**config.mk**
```make
export PLATFORM = sky130hd
export DESIGN_NAME = accBranchUnit
export DESIGN_NICKNAME = d
export VERILOG_FILES = /design/src/rtl/accUnitPkg.sv /design/src/rtl/accUnitCtrl.sv /design/src/rtl/accUnitDatapath.sv /design/src/rtl/accBranchUnit.sv
export SDC_FILE = /design/constraint.sdc
export NUM_CORES = 1
export LEC_CHECK = 0
export ABC_AREA = 1
export CAP_MARGIN = 40
export CORE_ASPECT_RATIO = 0.9
export CORE_MARGIN = 2
export CORE_UTILIZATION = 65
export CTS_CLUSTER_SIZE = 28
export DETAILED_ROUTE_END_ITERATION = 10
export PLACE_DENSITY = 0.95
export SLEW_MARGIN = 20
export SYNTH_ARGS = -nofsm -noshare
export SYNTH_HDL_FRONTEND = slang
export SYNTH_SLANG_ARGS = --single-unit
```
**constraint.sdc**
```tcl
create_clock -name clk -period 1.5 [get_ports clk]
set_input_delay 0.375 -clock clk [delete_from_list [all_inputs] [get_ports clk]]
set_output_delay 0.375 -clock clk [all_outputs]
set_load 0.05 [all_outputs]
```
**src/rtl/accUnitPkg.sv**
```systemverilog
package accUnitPkg;

  localparam int DATA_W = 16;
  localparam int OP_W   = 5;

  typedef enum logic [OP_W-1:0] {
    OP_NOP  = 5'd0,
    OP_ADD  = 5'd1,
    OP_SUB  = 5'd2,
    OP_MUL  = 5'd3,
    OP_AND  = 5'd4,
    OP_OR   = 5'd5,
    OP_XOR  = 5'd6,
    OP_NOT  = 5'd7,
    OP_INC  = 5'd8,
    OP_DEC  = 5'd9,
    OP_NEG  = 5'd10,
    OP_SHL  = 5'd11,
    OP_SHR  = 5'd12,
    OP_DIV  = 5'd13,
    OP_NEGB = 5'd14,
    OP_LDB  = 5'd15,
    OP_JNE  = 5'd16,
    OP_JEQ  = 5'd17,
    OP_JGT  = 5'd18,
    OP_JLT  = 5'd19,
    OP_JGE  = 5'd20,
    OP_JLE  = 5'd21,
    OP_JMP  = 5'd22
  } opCode_e;

  typedef enum logic [3:0] {
    FN_ADD, FN_SUB, FN_MUL, FN_AND, FN_OR, FN_XOR, FN_NOT,
    FN_INC, FN_DEC, FN_NEG, FN_NEGB, FN_SHL, FN_SHR, FN_DIV, FN_LDB
  } aluFn_e;

  typedef enum logic [2:0] {
    CMP_NE, CMP_EQ, CMP_GT, CMP_LT, CMP_GE, CMP_LE, CMP_ALWAYS
  } cmpSel_e;

  // Strobes from control to datapath; all zero when nothing executes.
  typedef struct packed {
    logic    regWr;
    logic    toOper;
    logic    byteWr;
    logic    remWr;
    logic    zeroChk;
    logic    isBranch;
    aluFn_e  fn;
    cmpSel_e cmp;
  } ctrl_t;

endpackage

```
**src/rtl/accUnitCtrl.sv**
```systemverilog
module accUnitCtrl
  import accUnitPkg::*;
(
  input  logic            opValid,
  input  logic [OP_W-1:0] opCode,
  output ctrl_t           ctrl
);

  opCode_e op;
  assign op = opCode_e'(opCode);

  always_comb begin
    ctrl = '0;
    ctrl.fn  = FN_ADD;
    ctrl.cmp = CMP_ALWAYS;
    if (opValid) begin
      case (op)
        OP_ADD:  begin ctrl.regWr = 1'b1; ctrl.fn = FN_ADD; end
        OP_SUB:  begin ctrl.regWr = 1'b1; ctrl.fn = FN_SUB; end
        OP_MUL:  begin ctrl.regWr = 1'b1; ctrl.fn = FN_MUL; end
        OP_AND:  begin ctrl.regWr = 1'b1; ctrl.fn = FN_AND; end
        OP_OR:   begin ctrl.regWr = 1'b1; ctrl.fn = FN_OR;  end
        OP_XOR:  begin ctrl.regWr = 1'b1; ctrl.fn = FN_XOR; end
        OP_NOT:  begin ctrl.regWr = 1'b1; ctrl.fn = FN_NOT; end
        OP_INC:  begin ctrl.regWr = 1'b1; ctrl.toOper = 1'b1; ctrl.fn = FN_INC; end
        OP_DEC:  begin ctrl.regWr = 1'b1; ctrl.toOper = 1'b1; ctrl.fn = FN_DEC; end
        OP_NEG:  begin ctrl.regWr = 1'b1; ctrl.toOper = 1'b1; ctrl.fn = FN_NEG; end
        OP_SHL:  begin ctrl.regWr = 1'b1; ctrl.toOper = 1'b1; ctrl.fn = FN_SHL; end
        OP_SHR:  begin ctrl.regWr = 1'b1; ctrl.toOper = 1'b1; ctrl.fn = FN_SHR; end
        OP_NEGB: begin
          ctrl.regWr = 1'b1; ctrl.toOper = 1'b1; ctrl.byteWr = 1'b1; ctrl.fn = FN_NEGB;
        end
        OP_LDB:  begin
          ctrl.regWr = 1'b1; ctrl.toOper = 1'b1; ctrl.byteWr = 1'b1; ctrl.fn = FN_LDB;
        end
        OP_DIV:  begin
          ctrl.regWr = 1'b1; ctrl.remWr = 1'b1; ctrl.zeroChk = 1'b1; ctrl.fn = FN_DIV;
        end
        OP_JNE:  begin ctrl.isBranch = 1'b1; ctrl.cmp = CMP_NE; end
        OP_JEQ:  begin ctrl.isBranch = 1'b1; ctrl.cmp = CMP_EQ; end
        OP_JGT:  begin ctrl.isBranch = 1'b1; ctrl.cmp = CMP_GT; end
        OP_JLT:  begin ctrl.isBranch = 1'b1; ctrl.cmp = CMP_LT; end
        OP_JGE:  begin ctrl.isBranch = 1'b1; ctrl.cmp = CMP_GE; end
        OP_JLE:  begin ctrl.isBranch = 1'b1; ctrl.cmp = CMP_LE; end
        OP_JMP:  begin ctrl.isBranch = 1'b1; ctrl.cmp = CMP_ALWAYS; end
        default: ctrl = ctrl; // NOP and undefined codes: no strobes
      endcase
    end
  end

endmodule

```
**src/rtl/accUnitDatapath.sv**
```systemverilog
module accUnitDatapath
  import accUnitPkg::*;
#(
  parameter int DataW = DATA_W
) (
  input  logic             clk,
  input  logic             rstN,
  input  ctrl_t            ctrl,
  input  logic             useImm,
  input  logic [DataW-1:0] operandA,
  input  logic [DataW-1:0] operandB,
  input  logic [DataW-1:0] immValue,
  input  logic [DataW-1:0] accIn,
  input  logic [DataW-1:0] jumpTarget,
  output logic             wrEn,
  output logic             wrDest,
  output logic             wrByte,
  output logic [DataW-1:0] resultValue,
  output logic             remWrEn,
  output logic [DataW-1:0] remValue,
  output logic             branchTaken,
  output logic [DataW-1:0] branchTarget,
  output logic             divZeroErr
);

  localparam int ByteW = DataW / 2;
  localparam int ShW   = $clog2(DataW);
  localparam logic [DataW-1:0] ShLimit = DataW'(DataW);

  logic [DataW-1:0] src2;
  logic [ShW-1:0]   shAmt;
  logic             shSat;
  logic [DataW-1:0] shlVal, shrVal;
  logic [DataW-1:0] lowSext;
  logic [ByteW-1:0] negLow;
  logic             divZero;
  logic signed [DataW-1:0] sDividend, sDivisor, sQuot, sRem;
  logic [DataW-1:0] quotVal, remVal;
  logic signed [DataW-1:0] sCmp, sAcc;
  logic             cmpEq, cmpGt, cmpHit;
  logic [DataW-1:0] aluRes;

  // Second source feeds binary ops, shift amount, divisor and compare.
  assign src2 = useImm ? immValue : operandB;

  // Shifter with saturation for amounts at or beyond the word width.
  assign shAmt  = src2[ShW-1:0];
  assign shSat  = (src2 >= ShLimit);
  assign shlVal = shSat ? '0 : (operandA << shAmt);
  assign shrVal = shSat ? {DataW{operandA[DataW-1]}}
                        : DataW'($signed(operandA) >>> shAmt);

  // Byte negate on the sign-extended low byte.
  assign lowSext = {{(DataW-ByteW){operandA[ByteW-1]}}, operandA[ByteW-1:0]};
  assign negLow  = ByteW'(-lowSext);

  // Signed divider, truncating toward zero; zero divisor is defined.
  assign sDividend = $signed(operandA);
  assign sDivisor  = $signed(src2);
  assign divZero   = (src2 == '0);

  always_comb begin
    sQuot = '0;
    sRem  = '0;
    if (!divZero) begin
      sQuot = sDividend / sDivisor;
      sRem  = sDividend % sDivisor;
    end
  end

  assign quotVal = divZero ? '1 : DataW'(sQuot);
  assign remVal  = divZero ? operandA : DataW'(sRem);

  // Signed compare of the second source against the accumulator.
  assign sCmp  = $signed(src2);
  assign sAcc  = $signed(accIn);
  assign cmpEq = (sCmp == sAcc);
  assign cmpGt = (sCmp > sAcc);

  always_comb begin
    case (ctrl.cmp)
      CMP_NE:  cmpHit = !cmpEq;
      CMP_EQ:  cmpHit = cmpEq;
      CMP_GT:  cmpHit = cmpGt;
      CMP_LT:  cmpHit = !cmpGt && !cmpEq;
      CMP_GE:  cmpHit = cmpGt || cmpEq;
      CMP_LE:  cmpHit = !cmpGt;
      default: cmpHit = 1'b1;
    endcase
  end

  always_comb begin
    case (ctrl.fn)
      FN_ADD:  aluRes = operandA + src2;
      FN_SUB:  aluRes = operandA - src2;
      FN_MUL:  aluRes = DataW'(operandA * src2);
      FN_AND:  aluRes = operandA & src2;
      FN_OR:   aluRes = operandA | src2;
      FN_XOR:  aluRes = operandA ^ src2;
      FN_NOT:  aluRes = ~operandA;
      FN_INC:  aluRes = operandA + DataW'(1);
      FN_DEC:  aluRes = operandA - DataW'(1);
      FN_NEG:  aluRes = DataW'(-operandA);
      FN_NEGB: aluRes = {{(DataW-ByteW){1'b0}}, negLow};
      FN_SHL:  aluRes = shlVal;
      FN_SHR:  aluRes = shrVal;
      FN_DIV:  aluRes = quotVal;
      FN_LDB:  aluRes = {{(DataW-ByteW){1'b0}}, src2[ByteW-1:0]};
      default: aluRes = '0;
    endcase
  end

  // Single output register stage; strobes follow the gated control.
  always_ff @(posedge clk or negedge rstN) begin
    if (!rstN) begin
      wrEn         <= 1'b0;
      wrDest       <= 1'b0;
      wrByte       <= 1'b0;
      resultValue  <= '0;
      remWrEn      <= 1'b0;
      remValue     <= '0;
      branchTaken  <= 1'b0;
      branchTarget <= '0;
      divZeroErr   <= 1'b0;
    end else begin
      wrEn        <= ctrl.regWr;
      wrDest      <= ctrl.toOper;
      wrByte      <= ctrl.byteWr;
      remWrEn     <= ctrl.remWr;
      branchTaken <= ctrl.isBranch && cmpHit;
      divZeroErr  <= ctrl.zeroChk && divZero;
      if (ctrl.regWr)    resultValue  <= aluRes;
      if (ctrl.remWr)    remValue     <= remVal;
      if (ctrl.isBranch) branchTarget <= jumpTarget;
    end
  end

endmodule

```
**src/rtl/accBranchUnit.sv**
```systemverilog
module accBranchUnit
  import accUnitPkg::*;
#(
  parameter int DataW = DATA_W
) (
  input  logic             clk,
  input  logic             rstN,
  input  logic             opValid,
  input  logic [OP_W-1:0]  opCode,
  input  logic             useImm,
  input  logic [DataW-1:0] operandA,
  input  logic [DataW-1:0] operandB,
  input  logic [DataW-1:0] immValue,
  input  logic [DataW-1:0] accIn,
  input  logic [DataW-1:0] jumpTarget,
  output logic             wrEn,
  output logic             wrDest,
  output logic             wrByte,
  output logic [DataW-1:0] resultValue,
  output logic             remWrEn,
  output logic [DataW-1:0] remValue,
  output logic             branchTaken,
  output logic [DataW-1:0] branchTarget,
  output logic             divZeroErr
);

  ctrl_t ctrl;

  accUnitCtrl i_ctrl (
    .opValid (opValid),
    .opCode  (opCode),
    .ctrl    (ctrl)
  );

  accUnitDatapath #(.DataW(DataW)) i_dp (
    .clk          (clk),
    .rstN         (rstN),
    .ctrl         (ctrl),
    .useImm       (useImm),
    .operandA     (operandA),
    .operandB     (operandB),
    .immValue     (immValue),
    .accIn        (accIn),
    .jumpTarget   (jumpTarget),
    .wrEn         (wrEn),
    .wrDest       (wrDest),
    .wrByte       (wrByte),
    .resultValue  (resultValue),
    .remWrEn      (remWrEn),
    .remValue     (remValue),
    .branchTaken  (branchTaken),
    .branchTarget (branchTarget),
    .divZeroErr   (divZeroErr)
  );

endmodule

```
==> key figures, run 1 <==
Floorplan
  – Site Rows: 61
  – Top-level I/O count: 143
  – Die height: roughly 170 um
  – Die width: between 150 and 200 um
  – Starting Density: 0.6552

Outcome
  – Run Error: [ERROR DPL-0033] detailed placement checks failed during check placement.
  – Halt Stage: detailed placement (3_5_place_dp)
  – Outcome: stopped before the end

Logic synthesis
  – Post-synth EDFFs: 0
  – Post-Syn Nets: approximately 3700
  – Commonest register cell after synthesis: dfrtp_1
  – Post-synthesis cell count: approximately 3200
  – Top cells by area, synth: nand2_1 (16%), ha_1 (16%), inv_1 (8.4%)
  – Yosys top cell by area: nand2_1
  – Yosys Warn Count: 0
  – Synth Cell Area: 20100 um^2
  – Register area share after synthesis: 0.06721
  – Asr flop ratio synth: 1.000
  – Yosys reg bits: 54
  – Synth cell types: 68
  – Post-synth top cells: nand2_1 (855), inv_1 (450), ha_1 (256), nor2_1 (253), nand3_1 (227)
  – Area share of the largest cell type after synthesis: 0.1596
  – Cell with the most instances after synthesis: nand2_1
  – Syn Area/Cell: around 6.2 um^2

Placement
  – HPWL Detailed: approximately 100000 um
  – IO Port Bufs: 142
  – Routability-driven placement congestion ratio: 1.278
[kinds of logic after synthesis]
family          after synthesis  synth area share
simple gates               1607            0.3609
buf+inv                     590            0.1181
compound gates              514            0.1516
fa+ha+maj                   338            0.2410
xor+xnor                    113           0.04923
flops                        54           0.06721
mux                          22           0.01195
[through the flow]
stage | cell area, um^2 | hold WS [ns] | worst slack [ns] | TNS [ns]
2_1_floorplan | 21100 | 0.07941 | -22.97 | -719.91
3_3_place_gp | 30170 | 0.3853 | -24.29 | -773.57
==> run 2: changes to the inputs <==
CORE_ASPECT_RATIO = default   (was 0.9)
CORE_UTILIZATION = 40   (was 65)
CTS_CLUSTER_SIZE = default   (was 28)
PLACE_DENSITY = default   (was 0.95)
PLACE_DENSITY_LB_ADDON = 0.15   (was default)
==> run 2 against run 1 <==
Against the previous run: the flow now finishes, with violations (negative setup slack); synthesized area stayed put; synthesized cell count stayed put.
==> key figures, run 2 <==
Floorplan
  – CORE AREA: 49860 um^2
  – Die height: 228.2 um (was 170.8 um)
  – Die area: 52070 um^2
  – Die width: 228.2 um (was 189.4 um)
  – Starting Density: 0.4032 (was 0.6552)
  – Site Rows: 82 (was 61)
  – Top-level I/O count: 143 (unchanged)

STA
  – RSZ-0062 raised after global routing: true
  – Final Worst Setup Slack: -24.14 ns
  – Final setup viols: 50
  – Pins Over Slew Limit: 0
  – Relative slew slack: 0.4140
  – Period utilization: 17.09
  – Setup_tns: -761.34 ns
  – Worst-Margin Slew: around 0.86 ns
  – Clock period minus worst slack: 25.64 ns
  – Final hold vios: 0
  – Final Skew: 0 ns
  – Max Freq: 0.03900 GHz

Cells and area
  – Design Area, Final: 35260 um^2
  – Non-Filler Instances: 5165
  – Largest regs: i_dp.branchTarget x16, i_dp.remValue x16, i_dp.resultValue x16
  – Commonest non-fill, non-tap cell in the layout: buf_4
  – Layout cell share with drive strength beyond 1: 0.4460
  – Area Overhead vs Synth: 75.38%
  – Nets@finish: 4919
  – Fill cells: 4169
  – Commonest non-fill, non-tap cells in the layout: buf_4 (1132), nand2_1 (712), inv_1 (401)
  – Number of diodes: 0

Worst setup path
  – Reg2Reg Depth: 1
  – Critical path capture point type: flop
  – Crit start category: input port
  – Critical path required time: 1.70 ns
  – Most frequent cell on the critical path: nand2_1
  – CP Data Arrival Time: 25.84 ns
  – Crit-path max cell delay: 0.38 ns
  – R2R Path Start: i_dp.branchTarget[12]
  – Slowest stage cell, crit path: nor4_2
  – FF-to-FF End: i_dp.branchTarget[12]
  – Reg2reg setup slack: approximately 0.67 ns
  – WS Path Type: input port to flop
  – Crit-path max FO: 8

Routing
  – DR pass1 iterations: 5
  – Routed len/inst: 19.39 um
  – Via density: between 5 and 6
  – Routed Antenna Nets: 0
  – Final routed DRC violation total: 0
  – Initial drt markers: 1918
  – Routed vias: ~27000
  – Drt total wl: 100100 um

Placement
  – IO Port Bufs: 142 (unchanged)
  – Post-Place Cells: 4970
  – Placed cell areas: 31010 um^2
  – Routability-driven placement congestion ratio: 1.065 (was 1.278)
  – Worst slack at placement: -25.51 ns
  – HPWL Detailed: 77530 um (was 99780 um)

Clocking
  – CTS Buf Count: 5
  – Worst skew pair latency: 0.31 ns
  – Clk pin slew, worst setup/hold paths: 0.08 ns
  – Worst-case clock buffer depth: 2
  – H-tree levels: 2
  – Clk sinks: 54
  – Post-cts hold buffer count: 0
  – CTS tree: yes
  – Root Buffer: clkbuf_16

GRT
  – First-pass GRT wire length: between 100000 and 150000 um
  – Gr usage total: 0.3565
  – Vias in the first global route: 27090
  – Global route total overflow: 0
  – Initial antenna violation count: 0
  – Largest net degree at the start of global routing: 55

Power and ir drop
  – P_leak: 18.38 nW
  – PD cells: approximately 1400 nW/um^2
  – Overall power: 49.30 mW
  – Max IR drop VDD: 0.001199 V

Outcome
  – Outcome: complete, but fails checks (was stopped before the end)
  – Failing checks: negative setup slack

Logic synthesis
  – Asr flop ratio synth: 1.000 (unchanged)
  – Yosys Warn Count: 0 (unchanged)
  – Post-synth top cells: nand2_1 (855), inv_1 (450), ha_1 (256), nor2_1 (253), nand3_1 (227) (unchanged)
  – Synth cell types: 68 (unchanged)
  – Yosys reg bits: 54 (unchanged)
  – Cell with the most instances after synthesis: nand2_1 (unchanged)
  – Area share of the largest cell type after synthesis: 0.1596 (unchanged)
  – Yosys top cell by area: nand2_1 (unchanged)
  – Syn Area/Cell: 6.209 um^2 (unchanged)
  – Post-synthesis cell count: 3238 (unchanged)
  – Synth Cell Area: 20100 um^2 (unchanged)
  – Post-Syn Nets: 3665 (unchanged)
  – Post-synth EDFFs: 0 (unchanged)
  – Top cells by area, synth: nand2_1 (16%), ha_1 (16%), inv_1 (8.4%) (unchanged)
  – Register area share after synthesis: 0.06721 (unchanged)
  – Commonest register cell after synthesis: dfrtp_1 (unchanged)

Flow run
  – Max Cap Viol: 0

Min path
  – Worst min path class: input port to asynchronous set/reset pin
run 2: cell counts after synthesis:
No cell type changed its count.
run 2: area by class of cell:
cell class | count | area [um^2] | share of cell area
Sequential cell | 54 | 1351 | 0.03833
Clock buffer | 5 | 125.1 | 0.003549
Clock inverter | 3 | 47.55 | 0.001348
Timing Repair Buffer | 1347 | 11530 | 0.3270
Multi-Input combinational cell | 2596 | 19440 | 0.5512
Tap cell | 672 | 840.8 | 0.02385
Inverter | 486 | 1907 | 0.05408
Timing Repair inverter | 2 | 20.02 | 0.0005678
run 2: worst max-delay path by stage:
stage	from	to	cells past startpoint
6_report	operandA[0]	i_dp.remValue[15]	209
5_1_grt	useImm	i_dp.remValue[15]	206
4_1_cts	useImm	i_dp.remValue[15]	203
3_5_place_dp	useImm	i_dp.resultValue[9]	207
3_3_place_gp	useImm	i_dp.resultValue[9]	199
2_1_floorplan	useImm	i_dp.resultValue[14]	213
run 2: cell families after synthesis:
| group | share of synthesized area |
|---|---|
| buffers and inverters | 0.1181 |
| flip-flops | 0.06721 |
| multiplexers | 0.01195 |
| AO/OA/AOI/OAI | 0.1516 |
| adder cells (fa/ha/maj) | 0.2410 |
| XOR/XNOR | 0.04923 |
| AND/OR/NAND/NOR | 0.3609 |
run 2: timing repair:
| item | in CTS | in global routing |
|---|---|---|
| pin swaps | 110 | 292 |
| gates cloned | 3 | 6 |
| hold endpoints to repair | 0 | 0 |
| setup endpoints to repair | 52 | 51 |
| buffers inserted | 78 | 107 |
| resized for setup | 213 | 503 |
run 2: layer usage:
layer	GRT usage	share of wire	up-vias
met4	0.1585	0.059	0
li1	-	-	13120
met2	0.6244	0.48	953
met5	0	0	-
met3	0.02988	0.051	288
met1	0.4457	0.41	13130
run 2: where the power goes:
part / switching (mW) / internal (mW) / total (mW)
logic: 23.1 / 22.3 / 45.4
registers: 0.580 / 1.90 / 2.48
clock network: 0.625 / 0.800 / 1.42
run 2: per-stage QoR:
| stage | util | hold WS (ns) |
|---|---|---|
| 2_1_floorplan | - | 0.07941 |
| 3_3_place_gp | 0.6219 | 0.3952 |
| 3_5_place_dp | 0.6219 | 0.3989 |
| 4_1_cts | 0.6515 | 0.06186 |
| 5_1_grt | 0.7071 | 0.07082 |
| 6_report | 0.7071 | 0.04357 |
run 2: worst max-delay path: cells and delay by family:
kind / cells / cell delay, ns
simple gates: 116 / 12.92
compound gates: 39 / 4.67
fa+ha+maj: 16 / 4.15
buf+inv: 36 / 3.35
xor+xnor: 2 / 0.30
No activity file was read; power rests on OpenSTA's default activity.
